## src/rtl/pwm_oc_pkg.sv

```systemverilog
package pwm_oc_pkg;
  typedef enum logic [2:0] {
    REG_PERIOD   = 3'd0,
    REG_ONTIME   = 3'd1,
    REG_CTRL     = 3'd2,
    REG_PRESCALE = 3'd3,
    REG_FLAGCLR  = 3'd4
  } reg_addr_e;

  localparam int CH_PERIOD    = 0;
  localparam int CH_ONTIME    = 1;
  localparam int NUM_CH       = 2;
  localparam int CTRL_EN_BIT  = 0;
  localparam int CTRL_LVL_BIT = 1;
endpackage

```

## src/rtl/pwm_oc_regs.sv

```systemverilog
module pwm_oc_regs
  import pwm_oc_pkg::*;
#(
  parameter int CNT_W   = 16,
  parameter int SEL_W   = 3,
  parameter int SEL_RST = 2
) (
  input  logic              clk_i,
  input  logic              rst_ni,
  input  logic              wr_en_i,
  input  logic [2:0]        wr_addr_i,
  input  logic [CNT_W-1:0]  wr_data_i,
  output logic [CNT_W-1:0]  period_o,
  output logic [CNT_W-1:0]  ontime_o,
  output logic              en_o,
  output logic              level_o,
  output logic [SEL_W-1:0]  sel_o,
  output logic              clr_wr_o,
  output logic [NUM_CH-1:0] clr_mask_o
);
  reg_addr_e addr;
  assign addr = reg_addr_e'(wr_addr_i);

  always_ff @(posedge clk_i or negedge rst_ni) begin
    if (!rst_ni) begin
      period_o <= '0;
      ontime_o <= '0;
      en_o     <= 1'b0;
      level_o  <= 1'b0;
      sel_o    <= SEL_W'(SEL_RST);
    end else if (wr_en_i) begin
      case (addr)
        REG_PERIOD:   period_o <= wr_data_i;
        REG_ONTIME:   ontime_o <= wr_data_i;
        REG_CTRL: begin
          en_o    <= wr_data_i[CTRL_EN_BIT];
          level_o <= wr_data_i[CTRL_LVL_BIT];
        end
        REG_PRESCALE: sel_o <= wr_data_i[SEL_W-1:0];
        default: ;
      endcase
    end
  end

  assign clr_wr_o   = wr_en_i && (addr == REG_FLAGCLR);
  assign clr_mask_o = wr_data_i[NUM_CH-1:0];
endmodule

```

## src/rtl/pwm_oc_timebase.sv

```systemverilog
module pwm_oc_timebase #(
  parameter int CNT_W = 16,
  parameter int SEL_W = 3
) (
  input  logic             clk_i,
  input  logic             rst_ni,
  input  logic [SEL_W-1:0] sel_i,
  output logic             tick_o,
  output logic [CNT_W-1:0] count_o
);
  localparam int PRE_W = (1 << SEL_W) - 1;

  logic [PRE_W-1:0] pre_q;
  logic [PRE_W-1:0] mask;

  always_comb begin
    mask = ~({PRE_W{1'b1}} << sel_i);
  end

  assign tick_o = ((pre_q & mask) == mask);

  always_ff @(posedge clk_i or negedge rst_ni) begin
    if (!rst_ni) begin
      pre_q   <= '0;
      count_o <= '0;
    end else begin
      pre_q <= pre_q + 1'b1;
      if (tick_o) count_o <= count_o + 1'b1;
    end
  end


  cnt_hold_chk: assert property (@(posedge clk_i) disable iff (!rst_ni)
    !tick_o |=> $stable(count_o));

  cnt_step_chk: assert property (@(posedge clk_i) disable iff (!rst_ni)
    tick_o |=> count_o == CNT_W'($past(count_o) + 1'b1));
endmodule

```

## src/rtl/pwm_oc_compare.sv

```systemverilog
module pwm_oc_compare #(
  parameter int CNT_W = 16
) (
  input  logic             clk_i,
  input  logic             rst_ni,
  input  logic             en_i,
  input  logic             tick_i,
  input  logic [CNT_W-1:0] count_i,
  input  logic [CNT_W-1:0] period_i,
  input  logic [CNT_W-1:0] ontime_i,
  output logic             arm_o,
  output logic             per_match_o,
  output logic             on_match_o
);
  logic             en_prev_q;
  logic [CNT_W-1:0] cmp_per_q, cmp_on_q;
  logic [CNT_W-1:0] nxt_per, nxt_on;
  logic             live, load;

  assign arm_o       = en_i && !en_prev_q;
  assign live        = en_i && !arm_o && tick_i;
  assign per_match_o = live && (count_i == cmp_per_q);
  assign on_match_o  = live && (count_i == cmp_on_q);
  assign load        = arm_o || on_match_o;

  always_comb begin
    nxt_per = arm_o ? CNT_W'(count_i + period_i) : CNT_W'(cmp_per_q + period_i);
    nxt_on  = CNT_W'(nxt_per + ontime_i);
  end

  always_ff @(posedge clk_i or negedge rst_ni) begin
    if (!rst_ni) begin
      en_prev_q <= 1'b0;
      cmp_per_q <= '0;
      cmp_on_q  <= '0;
    end else begin
      en_prev_q <= en_i;
      if (load) begin
        cmp_per_q <= nxt_per;
        cmp_on_q  <= nxt_on;
      end
    end
  end


  adv_gap_chk: assert property (@(posedge clk_i) disable iff (!rst_ni)
    load |=> CNT_W'(cmp_on_q - cmp_per_q) == $past(ontime_i));

  freeze_chk: assert property (@(posedge clk_i) disable iff (!rst_ni)
    !en_i |=> $stable(cmp_per_q) && $stable(cmp_on_q));

  no_match_off_chk: assert property (@(posedge clk_i) disable iff (!rst_ni)
    !en_i |-> !per_match_o && !on_match_o);
endmodule

```

## src/rtl/pwm_oc_flags.sv

```systemverilog
module pwm_oc_flags #(
  parameter int N = 2
) (
  input  logic         clk_i,
  input  logic         rst_ni,
  input  logic [N-1:0] set_i,
  input  logic         clr_wr_i,
  input  logic [N-1:0] clr_mask_i,
  output logic [N-1:0] flag_o
);
  for (genvar g = 0; g < N; g++) begin : g_flag
    always_ff @(posedge clk_i or negedge rst_ni) begin
      if (!rst_ni)                          flag_o[g] <= 1'b0;
      else if (set_i[g])                    flag_o[g] <= 1'b1;
      else if (clr_wr_i && !clr_mask_i[g])  flag_o[g] <= 1'b0;
    end


    flag_set_chk: assert property (@(posedge clk_i) disable iff (!rst_ni)
      set_i[g] |=> flag_o[g]);

    flag_clr_chk: assert property (@(posedge clk_i) disable iff (!rst_ni)
      clr_wr_i && !clr_mask_i[g] && !set_i[g] |=> !flag_o[g]);

    flag_keep_chk: assert property (@(posedge clk_i) disable iff (!rst_ni)
      flag_o[g] && !(clr_wr_i && !clr_mask_i[g]) |=> flag_o[g]);
  end
endmodule

```

## src/rtl/pwm_oc_gen.sv

```systemverilog
module pwm_oc_gen
  import pwm_oc_pkg::*;
#(
  parameter int CNT_W   = 16,
  parameter int SEL_W   = 3,
  parameter int SEL_RST = 2
) (
  input  logic             clk_i,
  input  logic             rst_ni,
  input  logic             wr_en_i,
  input  logic [2:0]       wr_addr_i,
  input  logic [CNT_W-1:0] wr_data_i,
  output logic             pwm_o,
  output logic             flag_period_o,
  output logic             flag_ontime_o
);
  logic [CNT_W-1:0]  period, ontime, count;
  logic              en, level, tick, arm, per_match, on_match, clr_wr;
  logic [SEL_W-1:0]  sel;
  logic [NUM_CH-1:0] clr_mask, set_vec, flags;
  logic              pin_q, pin_nxt;

  pwm_oc_regs #(.CNT_W(CNT_W), .SEL_W(SEL_W), .SEL_RST(SEL_RST)) u_regs (
    .clk_i, .rst_ni, .wr_en_i, .wr_addr_i, .wr_data_i,
    .period_o(period), .ontime_o(ontime), .en_o(en), .level_o(level),
    .sel_o(sel), .clr_wr_o(clr_wr), .clr_mask_o(clr_mask)
  );

  pwm_oc_timebase #(.CNT_W(CNT_W), .SEL_W(SEL_W)) u_tb (
    .clk_i, .rst_ni, .sel_i(sel), .tick_o(tick), .count_o(count)
  );

  pwm_oc_compare #(.CNT_W(CNT_W)) u_cmp (
    .clk_i, .rst_ni, .en_i(en), .tick_i(tick), .count_i(count),
    .period_i(period), .ontime_i(ontime), .arm_o(arm),
    .per_match_o(per_match), .on_match_o(on_match)
  );

  always_comb begin
    set_vec            = '0;
    set_vec[CH_PERIOD] = per_match;
    set_vec[CH_ONTIME] = on_match;
  end

  pwm_oc_flags #(.N(NUM_CH)) u_flags (
    .clk_i, .rst_ni, .set_i(set_vec), .clr_wr_i(clr_wr),
    .clr_mask_i(clr_mask), .flag_o(flags)
  );

  // force first, then toggle: a coincident pair yields the inverted level
  always_comb begin
    pin_nxt = pin_q;
    if (per_match) pin_nxt = level;
    if (on_match)  pin_nxt = ~pin_nxt;
  end

  always_ff @(posedge clk_i or negedge rst_ni) begin
    if (!rst_ni)          pin_q <= 1'b0;
    else if (!en || arm)  pin_q <= 1'b0;
    else                  pin_q <= pin_nxt;
  end

  assign pwm_o         = pin_q;
  assign flag_period_o = flags[CH_PERIOD];
  assign flag_ontime_o = flags[CH_ONTIME];


  pin_low_chk: assert property (@(posedge clk_i) disable iff (!rst_ni)
    !en |=> !pwm_o);

  force_lvl_chk: assert property (@(posedge clk_i) disable iff (!rst_ni)
    per_match && !on_match |=> pwm_o == $past(level));

  toggle_chk: assert property (@(posedge clk_i) disable iff (!rst_ni)
    on_match && !per_match |=> pwm_o != $past(pwm_o));

  match_on_tick_chk: assert property (@(posedge clk_i) disable iff (!rst_ni)
    (per_match || on_match) |-> tick);
endmodule

```

## config.mk

```make
export PLATFORM = sky130hd
export DESIGN_NAME = pwm_oc_gen
export DESIGN_NICKNAME = d
export VERILOG_FILES = /design/src/rtl/pwm_oc_pkg.sv /design/src/rtl/pwm_oc_regs.sv /design/src/rtl/pwm_oc_timebase.sv /design/src/rtl/pwm_oc_compare.sv /design/src/rtl/pwm_oc_flags.sv /design/src/rtl/pwm_oc_gen.sv
export SDC_FILE = /design/constraint.sdc
export NUM_CORES = 1
export LEC_CHECK = 0
export BUFFER_PORTS_ARGS = -buffer_cell sky130_fd_sc_hd__buf_2
export CAP_MARGIN = 20
export CORE_MARGIN = 4
export CORE_UTILIZATION = 50
export DETAILED_ROUTE_END_ITERATION = 8
export MAX_ROUTING_LAYER = met4
export PLACE_DENSITY = 0.67
export SYNTH_ARGS = -nofsm -noshare
export SYNTH_HDL_FRONTEND = slang
export SYNTH_HIERARCHICAL = 1
export SYNTH_SLANG_ARGS = --single-unit
export TNS_END_PERCENT = 10
```

## constraint.sdc

```tcl
create_clock -name clk_i -period 7.53 [get_ports clk_i]
set_input_delay 0.753 -clock clk_i [delete_from_list [all_inputs] [get_ports clk_i]]
set_output_delay 0.753 -clock clk_i [all_outputs]
set_load 0.02 [all_outputs]
```

**After elaboration in Yosys (flattened, before gate mapping)**

Cells that the tools add are included.

- Bitwise operators: 3
- Multiplexer cells: 8
- Reduce and logical (&&, ||, !) cells: 22
- Shifts and indexed selects: 1
- Add/sub/neg operators: 5
- Eq/ne operators: 7

Operators with widths:

| operator | count |
|---|---|
| adder 16 bit | 3 |
| equality test 16 bit | 2 |
| adder 16 x 1 -> 16 bit, second input constant | 1 |
| 2-to-1 mux 16 bit | 1 |
| logical AND 1 bit | 8 |
| AND reduction 2 bit | 4 |
| adder 7 x 1 -> 7 bit, second input constant | 1 |
| AND 7 bit | 1 |
| equality test 7 bit | 1 |
| 2-to-1 mux 1 bit | 7 |
| inverter 7 bit | 1 |
| << shifter 7 x 3 -> 7 bit, first input constant | 1 |
| equality test 3 x 2 -> 1 bit, second input constant | 2 |
| logical NOT 1 bit | 5 |
| nonzero test 2 bit | 2 |
| equality test 3 x 1 -> 1 bit, second input constant | 1 |
| equality test 3 bit, second input constant | 1 |
| logical NOT 3 bit | 1 |
| logical OR 1 bit | 2 |
| inverter 1 bit | 1 |

- Output and inout bits: 3
- Register bits after elaboration: 96
- Word-level logic and storage cells: 59

**Depth between registers and ports, before layout**

- Word-level depth: 10
- Gate-level depth with buffers: 24

**By module**

Netlist, hierarchy kept.

By module, submodules not included:

| module | seq. area each (um^2) | cells an instance | times used | area each (um^2) |
|---|---|---|---|---|
| pwm_oc_compare | 825.8 | 355 | 1 | 3134.3 |
| pwm_oc_regs | 927.1 | 85 | 1 | 1450.1 |
| pwm_oc_timebase | 575.6 | 90 | 1 | 1068.5 |
| pwm_oc_flags | 50.0 | 6 | 1 | 77.6 |
| pwm_oc_gen | 25.0 | 5 | 1 | 61.3 |

**Worst setup path before layout**

No wires, ideal clock.

- Kind: reg2reg
- From: register u_cmp.en_prev_q
- To: register u_cmp.cmp_on_q[15]
- Setup time: 0.125 ns
- Period minus slack after synthesis: 4.103 ns
- Data arrival time: 3.979 ns
- Stages on the path, launching flop included: 25
- Path slack: 3.427 ns
- Data required time: 7.405 ns
- Path through: dfrtp_1 -> nand2b_1 -> buf_2 -> clkinv_1 -> clkbuf_1 -> nand2_1 -> nand2_1 -> ha_1 -> inv_1 -> fa_1 -> nor2b_1 -> o21ai_2 -> a21boi_1 -> o41ai_2 -> o21bai_1 -> a211oi_1 -> nor2_1 -> ha_1 -> and3_1 -> a22oi_1 -> o311a_1 -> o21bai_1 -> a21oi_1 -> xnor2_1 -> mux2_2

RTL lines:

| item | RTL line | text |
|---|---|---|
| start, declared | pwm_oc_compare.sv:15 | `logic en_prev_q;` |
| start signal, assigned | pwm_oc_compare.sv:37 | `en_prev_q <= en_i;` |
| logical NOT 1 bit | pwm_oc_compare.sv:20 | `assign arm_o = en_i && !en_prev_q;` |
| logical AND 1 bit | pwm_oc_compare.sv:20 |  |
| net arm | pwm_oc_gen.sv:18 | `logic en, level, tick, arm, per_match, on_match, clr_wr;` |
| 2-to-1 mux 16 bit | pwm_oc_compare.sv:27 | `nxt_per = arm_o ? CNT_W'(count_i + period_i) : CNT_W'(cmp_per_q + period_i);` |
| net u_cmp.nxt_per[10] | pwm_oc_compare.sv:17 | `logic [CNT_W-1:0] nxt_per, nxt_on;` |
| adder 16 bit | pwm_oc_compare.sv:28 | `nxt_on = CNT_W'(nxt_per + ontime_i);` |
| end signal, assigned | pwm_oc_compare.sv:40 | `cmp_on_q <= nxt_on;` |
| end, declared | pwm_oc_compare.sv:16 | `logic [CNT_W-1:0] cmp_per_q, cmp_on_q;` |

The timed path passes the listed nets, and every way through them passes these cells.
A chain may end at the register's enable or synchronous reset.

**Final worst setup path**

- From: register u_regs.en_o
- To: register u_cmp.cmp_on_q[15]

RTL lines:

| item | RTL line | text |
|---|---|---|
| start, declared | pwm_oc_regs.sv:15 | `output logic en_o,` |
| start signal, assigned | pwm_oc_regs.sv:36 | `en_o <= wr_data_i[CTRL_EN_BIT];` |
| logical AND 1 bit | pwm_oc_compare.sv:20 |  |
| net arm | pwm_oc_gen.sv:18 |  |
| 2-to-1 mux 16 bit | pwm_oc_compare.sv:27 |  |
| net u_cmp.nxt_per[10] | pwm_oc_compare.sv:17 |  |
| adder 16 bit | pwm_oc_compare.sv:28 |  |

The timed path passes the listed nets, and every way through them passes these cells.

==> impl_metrics.toml <==
[global_route]
antenna_found_initial = 0
grt_max_degree = 54
grt_pass1_vias = 4139
grt_pass1_wl_um = 20900
grt_remaining_overflow = 0
grt_use_total = 0.209

[drt]
drt_iter0_drc = 272
wl_met2_um = 5990
wirelength_um = 12600
wl_met1_um = 6070
drc_errors = 0
via_per_inst = 5.76
highest_layer = "met4"
wire_per_inst_um = 17.6
postRouteAntennaNets = 0
dr_wl_met3_um = 316
vias = 4112
firstDrtPassIters = 4

[clocking]
htreeDepth = 3
path_clk_slew_ns = 0.07
postCtsHoldBufs = 0
cts_setup_buffers = 0
cts_tree = "built"
cts-resized-gates = 0
clk_latency_ns = 0.35
cts_buffer_depth = 2
cts_buffers = 9
clock_sinks = 96
cts_root_buffer = "clkbuf_16"

[floorplan]
core_area_um2 = 11400
start_util = 0.509
die_y_um = 116
dieArea_um2 = 13400
pin_count = 25
chipWidth_um = 116
rows = 39

[critical_path]
worst_ep_required_time_ns = 7.77
cp-endpoint = "u_cmp/cmp_on_q[15]"
r2r-start = "u_regs/en_o"
r2r-end = "u_cmp/cmp_on_q[15]"
crit_start = "u_regs/en_o"
crit_path_end_kind = "flop"
cp_max_fo = 19
arrival_ns = 5.46
cp-start-kind = "flop"
crit_type = "reg2reg"
r2r_slack_ns = 2.31
r2r_cells = 22

[timing]
rsz0062_at_grt = "no"
fin_setup_tns_ns = 0
tightest_slew_ns = 0.792
final.setup_skew_ns = 0.00742
setup_viol = 0
max_freq_mhz = 192
hold_violations = 0
fin_crit_sh = 0.693
drv_slew = 0
relSlewSlack = 0.467
holdWs_ns = 0.400
finalCriticalPeriod_ns = 5.22
finalWorstSetupSlack_ns = 2.31

[power]
power_density_nw_per_um2 = 484
total_power_mw = 3.10
power_leakage_nw = 2.93
vdd_drop_max_mv = 0.320

[placement]
gp_congestion = 0.935
port-buffer-count = 24
dp_slack_ns = 2.42
dpl.hpwl_um = 9400
dpl_cell_area_um2 = 6050

[yosys]
synth-async-reset-ratio = 1.00
synth_nets = 600
ys_types = 64
syn_area_um2 = 5790
ys_ff_latch = 96
ys.flop_type = "dfrtp_1"
avgSynthCellArea_um2 = 10.7
synth_cells = 541
synth_edf_count = 0
yosys_warnings = 6
yosysSeqAreaShare = 0.415

[layout]
area_delta_synth_final_pct = 10.7
final_cell_area_um2 = 6410
fin_nets = 625
drive_gt1_frac = 0.208
diodes = 0

[flow_run]
drv_cap = 0

[outcome]
run_status = "finished, final reports clean"

[worst_hold_path]
holdCritPathClass = "in2async"
==> routing by layer <==
| metal | up-vias | track usage |
|---|---|---|
| met1 | 2061 | 0.277 |
| met2 | 63 | 0.328 |
| met4 | 0 | 0.0619 |
| met3 | 20 | 0.0402 |
| li1 | 1968 | - |
| met5 | - | - |
==> where the power goes <==
group          total (mW)  switching (mW)  internal, mW  leakage, nW
combinational        1.75           0.963         0.789         1.59
sequential          0.843           0.171         0.672         1.18
clock               0.509           0.200         0.309        0.165
total                3.10            1.33          1.77         2.93
==> flip-flops by register name (all words and copies together) (netlist names), 2 cells and up <==
signal,flops
u_cmp/cmp_on_q,16
u_cmp/cmp_per_q,16
u_flags/flag_o,2
u_regs/ontime_o,16
u_regs/period_o,16
u_regs/sel_o,3
u_tb/count_o,16
u_tb/pre_q,7
==> cell type report <==
cell class	instances	area, um^2
clock buffer	11	253
multi-input combinational	418	3280
clock inverter	5	78.8
tap	143	179
timing repair buffer	28	173
sequential	96	2400
fill	943	4960
inverter	13	48.8
==> cells in the final DEF, fill, tap and decap left out, drive strengths merged, types with 7 or more instances in the layout <==
master and instances:
a21o 15, a21oi 15, and3 8, buf 28, clkbuf 11, dfrtp 95, ha 35, inv 12
mux2 56, nand2 69, nand2b 7, nand3 14, nand4 14, nor2 18, o21ai 22, o21bai 7
xnor2 57, xor2 21
==> worst min path at each step <==
stage / end / slack (ns) / cells past startpoint
CTS: u_tb/pre_q[6] / 0.41 / 1
global route: u_tb/pre_q[2] / 0.43 / 1
floorplan: u_tb/pre_q[6] / 0.44 / 1
global placement: u_cmp/en_prev_q / 0.46 / 0
detailed placement: u_tb/pre_q[6] / 0.46 / 1
finish: u_tb/pre_q[6] / 0.40 / 1
==> cell usage after synthesis, drive strengths merged (3+ instances only) <==
| cell type | n | area [um^2] |
|---|---|---|
| mux2i | 4 | 40.0 |
| nand4 | 14 | 87.6 |
| a211oi | 5 | 37.5 |
| and2 | 3 | 23.8 |
| a21oi | 15 | 78.8 |
| dfrtp | 95 | 2380 |
| nand3 | 14 | 70.1 |
| a21o | 15 | 113 |
| o31ai | 3 | 36.3 |
| inv | 12 | 45.0 |
| buf | 8 | 63.8 |
| o21bai | 7 | 52.6 |
| nor3b | 3 | 22.5 |
| and3 | 8 | 51.3 |
| nor2 | 18 | 67.6 |
| and4 | 4 | 36.3 |
| nor4 | 4 | 31.3 |
| o21ai | 22 | 118 |
| nand2 | 69 | 259 |
| ha | 35 | 438 |
| clkbuf | 6 | 22.5 |
| xnor2 | 57 | 499 |
| a31oi | 5 | 31.3 |
| mux2 | 56 | 634 |
| nand2b | 7 | 43.8 |
| xor2 | 21 | 184 |
==> worst max-delay path, stage by stage, from the launching register on <==
cell and delay [ns]:
dfrtp_1 0.44, nand2b_1 0.45, clkinv_1 0.66, nand2_1 0.21
nand2_1 0.07, ha_1 0.21, inv_1 0.07, fa_1 0.20
nor2b_1 0.06, o21ai_2 0.13, a21boi_1 0.12, o41ai_2 0.34
o21bai_1 0.11, a211oi_1 0.26, nor2_1 0.11, ha_1 0.36
and3_1 0.19, a22oi_1 0.22, o311a_1 0.22, o21bai_1 0.09
a21oi_1 0.21, xnor2_1 0.10, mux2_2 0.26
==> stage by stage <==
step,std cells,utilization
2_1_floorplan,541,-
3_3_place_gp,697,0.532
6_report,714,0.564
4_1_cts,713,0.561
3_5_place_dp,697,0.532
5_1_grt,714,0.564
==> cells by family after synthesis <==
family	after synthesis	share of synthesized area
multiplexers	60	0.116
XOR/XNOR	78	0.118
AND/OR/NAND/NOR	157	0.140
flip-flops	96	0.415
AO/OA/AOI/OAI	86	0.105
buffers and inverters	27	0.0233
adder cells (fa/ha/maj)	37	0.0825
Power figures use the tool's default switching activity.
